File: src/rtl/pfd_lock.sv
module pfd_lock #(
  parameter int CNT_W = 6,
  parameter int WIN_W = 4
) (
  input  logic             clk,
  input  logic             rst,
  input  logic             ref_stb,
  input  logic             vco_stb,
  input  logic [WIN_W-1:0] win_cfg,
  output logic             coarse_en,
  output logic             coarse_pol,
  output logic             lock_n
);
  localparam int EW = CNT_W + 1;
  localparam logic [CNT_W-1:0] CMAX = '1;

  logic             up, dn, locked;
  logic [CNT_W-1:0] cnt;

  wire            pend    = up | dn;
  wire            u_nx    = up | vco_stb;
  wire            d_nx    = dn | ref_stb;
  wire            pair    = u_nx & d_nx;
  wire [EW-1:0]   elapsed = {1'b0, cnt} + 1'b1;
  wire [EW-1:0]   err     = pend ? elapsed : '0;
  wire [EW-1:0]   win_x   = EW'(win_cfg);

  assign coarse_en  = pend & (~locked | (elapsed > win_x));
  assign coarse_pol = up;
  assign lock_n     = ~locked;

  always_ff @(posedge clk) begin
    if (rst) begin
      up     <= 1'b0;
      dn     <= 1'b0;
      locked <= 1'b0;
      cnt    <= '0;
    end else if (pair) begin
      up     <= 1'b0;
      dn     <= 1'b0;
      cnt    <= '0;
      locked <= (err <= win_x);
    end else begin
      up <= u_nx;
      dn <= d_nx;
      if (!pend)
        cnt <= '0;
      else if (cnt != CMAX)
        cnt <= cnt + 1'b1;
    end
  end
endmodule


File: config.mk
export PLATFORM = sky130hd
export DESIGN_NAME = pfd_lock
export DESIGN_NICKNAME = d
export VERILOG_FILES = /design/src/rtl/pfd_lock.sv
export SDC_FILE = /design/constraint.sdc
export NUM_CORES = 1
export LEC_CHECK = 0
export ABC_AREA = 1
export BUFFER_PORTS_ARGS = -buffer_cell sky130_fd_sc_hd__buf_4
export CORE_AREA = 2 2 39 41
export CTS_CLUSTER_SIZE = 16
export DETAILED_ROUTE_END_ITERATION = 10
export DIE_AREA = 0 0 41 43
export GPL_TIMING_DRIVEN = 0
export PLACE_DENSITY = 0.75
export SLEW_MARGIN = 20
export SYNTH_ARGS = -nofsm -noshare
export SYNTH_HDL_FRONTEND = slang
export SYNTH_SLANG_ARGS = --single-unit
File: constraint.sdc
create_clock -name clk -period 3.3 [get_ports clk]
set_input_delay 0.495 -clock clk [delete_from_list [all_inputs] [get_ports clk]]
set_output_delay 0.495 -clock clk [all_outputs]
set_load 0.02 [all_outputs]
======== Yosys cells after proc, flatten, opt, wreduce, memory -nomap -nowiden ========
Index checks and enable logic that the tools add are counted.
word-level totals
  flip-flop bits (word level) ............. 9
  output and inout port bits .............. 3
operators by class
  add/subtract/negate cells ............... 2
  order comparisons ....................... 2
  equal/unequal tests ..................... 1
  muxes and demuxes ....................... 1
  bitwise gates (word level) .............. 8
  reduce and logical (&&, ||, !) cells .... 2
operators with widths
  operator               number
  $add A6 B1 Y7 const B  1
  $gt A7 B4 Y1           1
  $le A7 B4 Y1           1
  $mux W7                1
  $add A6 B1 Y6 const B  1
  $ne A6 B6 Y1 const B   1
  $or A1 B1 Y1           4
  $reduce_or A3 Y1       1
  $and A1 B1 Y1          2
  $not A1 Y1             2
  $reduce_or A2 Y1       1

======== Logic depth before layout (Yosys ltp) ========
  depth in word-level cells ............... 4
  gate-level depth with buffers ........... 14
  depth with buffers taken out ............ 14

======== Worst setup path after synthesis ========
No wires, ideal clock.
  kind .................................... register to output
  from .................................... register cnt[2]
  to ...................................... output coarse_en
  data arrival time ....................... 1.639 ns
  required time ........................... 2.805 ns
  slack ................................... 1.166 ns
  stages on the path, launching flop included .. 13
  buffers on the path ..................... 0
  cells stage by stage .................... dfxtp_1 -> nand3_1 -> xor2_1 -> inv_1 -> ha_1 -> nand2_1 -> inv_2 -> nand2_1 -> nand2_1 -> nand2_1 -> nand2_1 -> nor2_1 -> nor2_1
between the ends
  longest elaborated chain between the ends .. 4
RTL lines
  what                    RTL line  source
  start, declared         18        logic [CNT_W-1:0] cnt;
  start signal, assigned  49        cnt <= cnt + 1'b1;
  $add A6 B1 Y7           24        wire [EW-1:0] elapsed = {1'b0, cnt} + 1'b1;
  net elapsed[3]          24
  $gt A7 B4 Y1            28        assign coarse_en = pend & (~locked | (elapsed > win_x));
  $or A1 B1 Y1            28
  $and A1 B1 Y1           28
  end, declared           10        output logic coarse_en,
The timed path passes the listed nets, and every way through them passes these cells.

======== Worst setup path after layout ========
Same ends and word-level chain as after synthesis.

==> impl_metrics.csv <==
group,metric,value,unit
placement,io_buffers,10,
sta,post-route-period-util,0.7969,
min_path,hp-class,"primary input to register",
grt,track_usage,0.2145,
sta,setup_viol,0,
flow_run,maxCapViolCount,0,
setup_path,worstPathArrival,2130,ps
clock_network,holdBufCountCts,0,
yosys,syn-cell-area,690.7,um^2
sta,period_minus_slack,2630,ps
detailed_routing,drcViolationCount,0,
yosys,post_synth_num_cell_types,18,
sta,hold_ws,453.2,ps
clock_network,cts_sinks,9,
placement,dp.cells,132,
clock_network,htree_levels,1,
setup_path,crit_path_end_kind,"output pin",
power_and_ir_drop,power.leakage,0.0004580,uW
layout,syn_to_final_growth,17.57,%
floorplanning,start_util,0.4991,
grt,grt_pass1_vias,644,
clock_network,ctsResizeCount,0,
detailed_routing,drtAntennaViolNets,0,
setup_path,crit_fanout,6,
yosys,synth_fp_nets,123,
power_and_ir_drop,power_density,320.9,nW/um^2
floorplanning,rows,14,
detailed_routing,avgViaCountPerCell,4.831,
floorplanning,fp.coreArea,1384,um^2
floorplanning,io-pin-count,11,
layout,stdcell_count,136,
clock_network,cts-buffers-inserted,3,
clock_network,clkTransAtPathRegs,60,ps
layout,nNetsFinal,138,
setup_path,required,2800,ps
yosys,ys_ff_latch,9,
layout,drive_gt1_frac,0.2167,
sta,tns,0,ps
sta,slew_viol_final,0,
status,outcome,"finished, final reports clean",
placement,globalplace.congestion,0.7765,
floorplanning,dieArea,1763,um^2
clock_network,clk_latency,270,ps
setup_path,critical_path.startpoint_type,"register",
clock_network,post_cts.repair.setup_buffers,0,
yosys,postSynthCellCount,106,
layout,num_antenna_cells,0,
sta,hold_viol,0,
grt,antenna_found_initial,0,
floorplanning,dieWidth,41,um
detailed_routing,drt-wirelength-per-cell,10.34,um
grt,grt_max_degree,7,
yosys,avgSynthCellArea,6.516,um^2
detailed_routing,drt_first_iter_violations,7,
sta,tightestPinTransition,357.4,ps
grt,overflow,0,
detailed_routing,drt-total-wl,1406,um
detailed_routing,num_vias,657,
clock_network,cts_root_buffer,"clkbuf_4",
grt,grt_pass1_wl,2553,um
floorplanning,fp.dieH,43,um
clock_network,cts_tree,"built",
sta,max_freq,0.3802,GHz
detailed_routing,drt-pass1-iter-count,4,
placement,hpwl,1168,um
sta,clock_skew,0.2873,ps
yosys,seq_area_frac_synth,0.2609,
sta,relSlewSlack,0.7608,
power_and_ir_drop,vdd_drop_max,245.6,uV
yosys,ys_warn_count,0,
setup_path,crit_type,"register to output pin",
clock_network,cts_buffer_depth,2,
sta,rsz0062_at_grt,"no",
## path summary, 6_finish.rpt
path	start	endpoint	slack, ps	depth (start not counted)
min	vco_stb	coarse_pol$_SDFF_PP0_	450	3
min reg2reg	locked$_SDFFE_PP0P_	locked$_SDFFE_PP0P_	470	2
max	cnt[2]$_SDFFE_PP0P_	coarse_en	670	11
max reg2reg	cnt[0]$_SDFFE_PP0P_	locked$_SDFFE_PP0P_	1500	14
## kinds of logic (layout without fill, tap and decap cells)
logic type | Yosys count | after routing | synth area share
buf+inv | 22 | 36 | 0.1214
compound gates | 10 | 10 | 0.09058
fa+ha+maj | 9 | 9 | 0.1630
simple gates | 55 | 55 | 0.3515
flops | 9 | 9 | 0.2609
xor+xnor | 1 | 1 | 0.01268
## Yosys cell counts
library cell | count | area [um^2]
a21oi_1 | 5 | 25.02
nand2_2 | 3 | 18.77
nand4_1 | 1 | 6.260
inv_2 | 4 | 15.01
nand2_1 | 27 | 101.4
clkinv_2 | 1 | 5.000
dfxtp_1 | 9 | 180.2
nor2_2 | 2 | 12.51
ha_1 | 9 | 112.6
a211oi_1 | 1 | 7.510
nand3_4 | 1 | 17.52
nand3_1 | 6 | 30.03
inv_1 | 17 | 63.81
xor2_1 | 1 | 8.760
a21oi_2 | 1 | 8.760
nor2_1 | 15 | 56.30
o21bai_2 | 1 | 11.26
o21ai_0 | 2 | 10.01
## worst max-delay path, cell delays in order (launching register included)
cell	delay, ps
dfxtp_1	420
nand3_1	170
xor2_1	270
inv_1	80
ha_1	290
a21oi_1	160
nand2_1	70
nand2_1	60
nand2_1	50
nor2_1	80
nor2_1	40
buf_4	170
## state kept, by name (all words and copies together) (netlist names)
register / cells
cnt: 6
coarse_pol: 1
dn: 1
locked: 1
## stage by stage
step	utilization	total power, uW	setup slack (ps)	instance area (um^2)
2_1_floorplan	-	153.8	1166	690.7
3_3_place_gp	0.5678	172.3	1024	785.8
3_5_place_dp	0.5678	174.4	952.4	785.8
4_1_cts	0.5868	262.2	648.7	812.0
5_1_grt	0.5868	276.3	473.9	812.0
6_report	0.5868	260.5	670.1	812.0
## cell type report
type / count / area, um^2
Clock buffer: 4 / 26.28
Tap cell: 16 / 20.02
Fill cell: 140 / 571.8
Sequential cell: 9 / 180.2
Timing Repair Buffer: 10 / 75.07
Multi-Input combinational cell: 75 / 426.7
Inverter: 22 / 83.83
## layer usage
layer,global-route usage,vias to the layer above,part of all wire,wire length [um]
met3,0.04712,2,0.046,64
met5,0,-,0,0
met1,0.2565,280,0.44,616
met2,0.3531,15,0.51,711
li1,-,360,-,-
met4,0.08000,0,0.0092,13
## report_power, final
group	switching, uW	internal [uW]
registers	3.85	113
logic	31.7	23.2
clock network	42.1	46.8
total	77.6	183
## cells in the final DEF, fill, tap and decap left out
| cell type | count |
|---|---|
| a21oi_1 | 5 |
| o21bai_2 | 1 |
| nor2_2 | 2 |
| inv_1 | 17 |
| ha_1 | 9 |
| dfxtp_1 | 9 |
| nand4_1 | 1 |
| nand2_1 | 27 |
| nand3_1 | 6 |
| nand3_4 | 1 |
| buf_4 | 10 |
| clkinv_2 | 1 |
| nor2_1 | 15 |
| o21ai_0 | 2 |
| a21oi_2 | 1 |
| inv_2 | 4 |
| clkbuf_4 | 3 |
| clkbuf_1 | 1 |
| a211oi_1 | 1 |
| xor2_1 | 1 |
| nand2_2 | 3 |
Power figures use the tool's default switching activity.
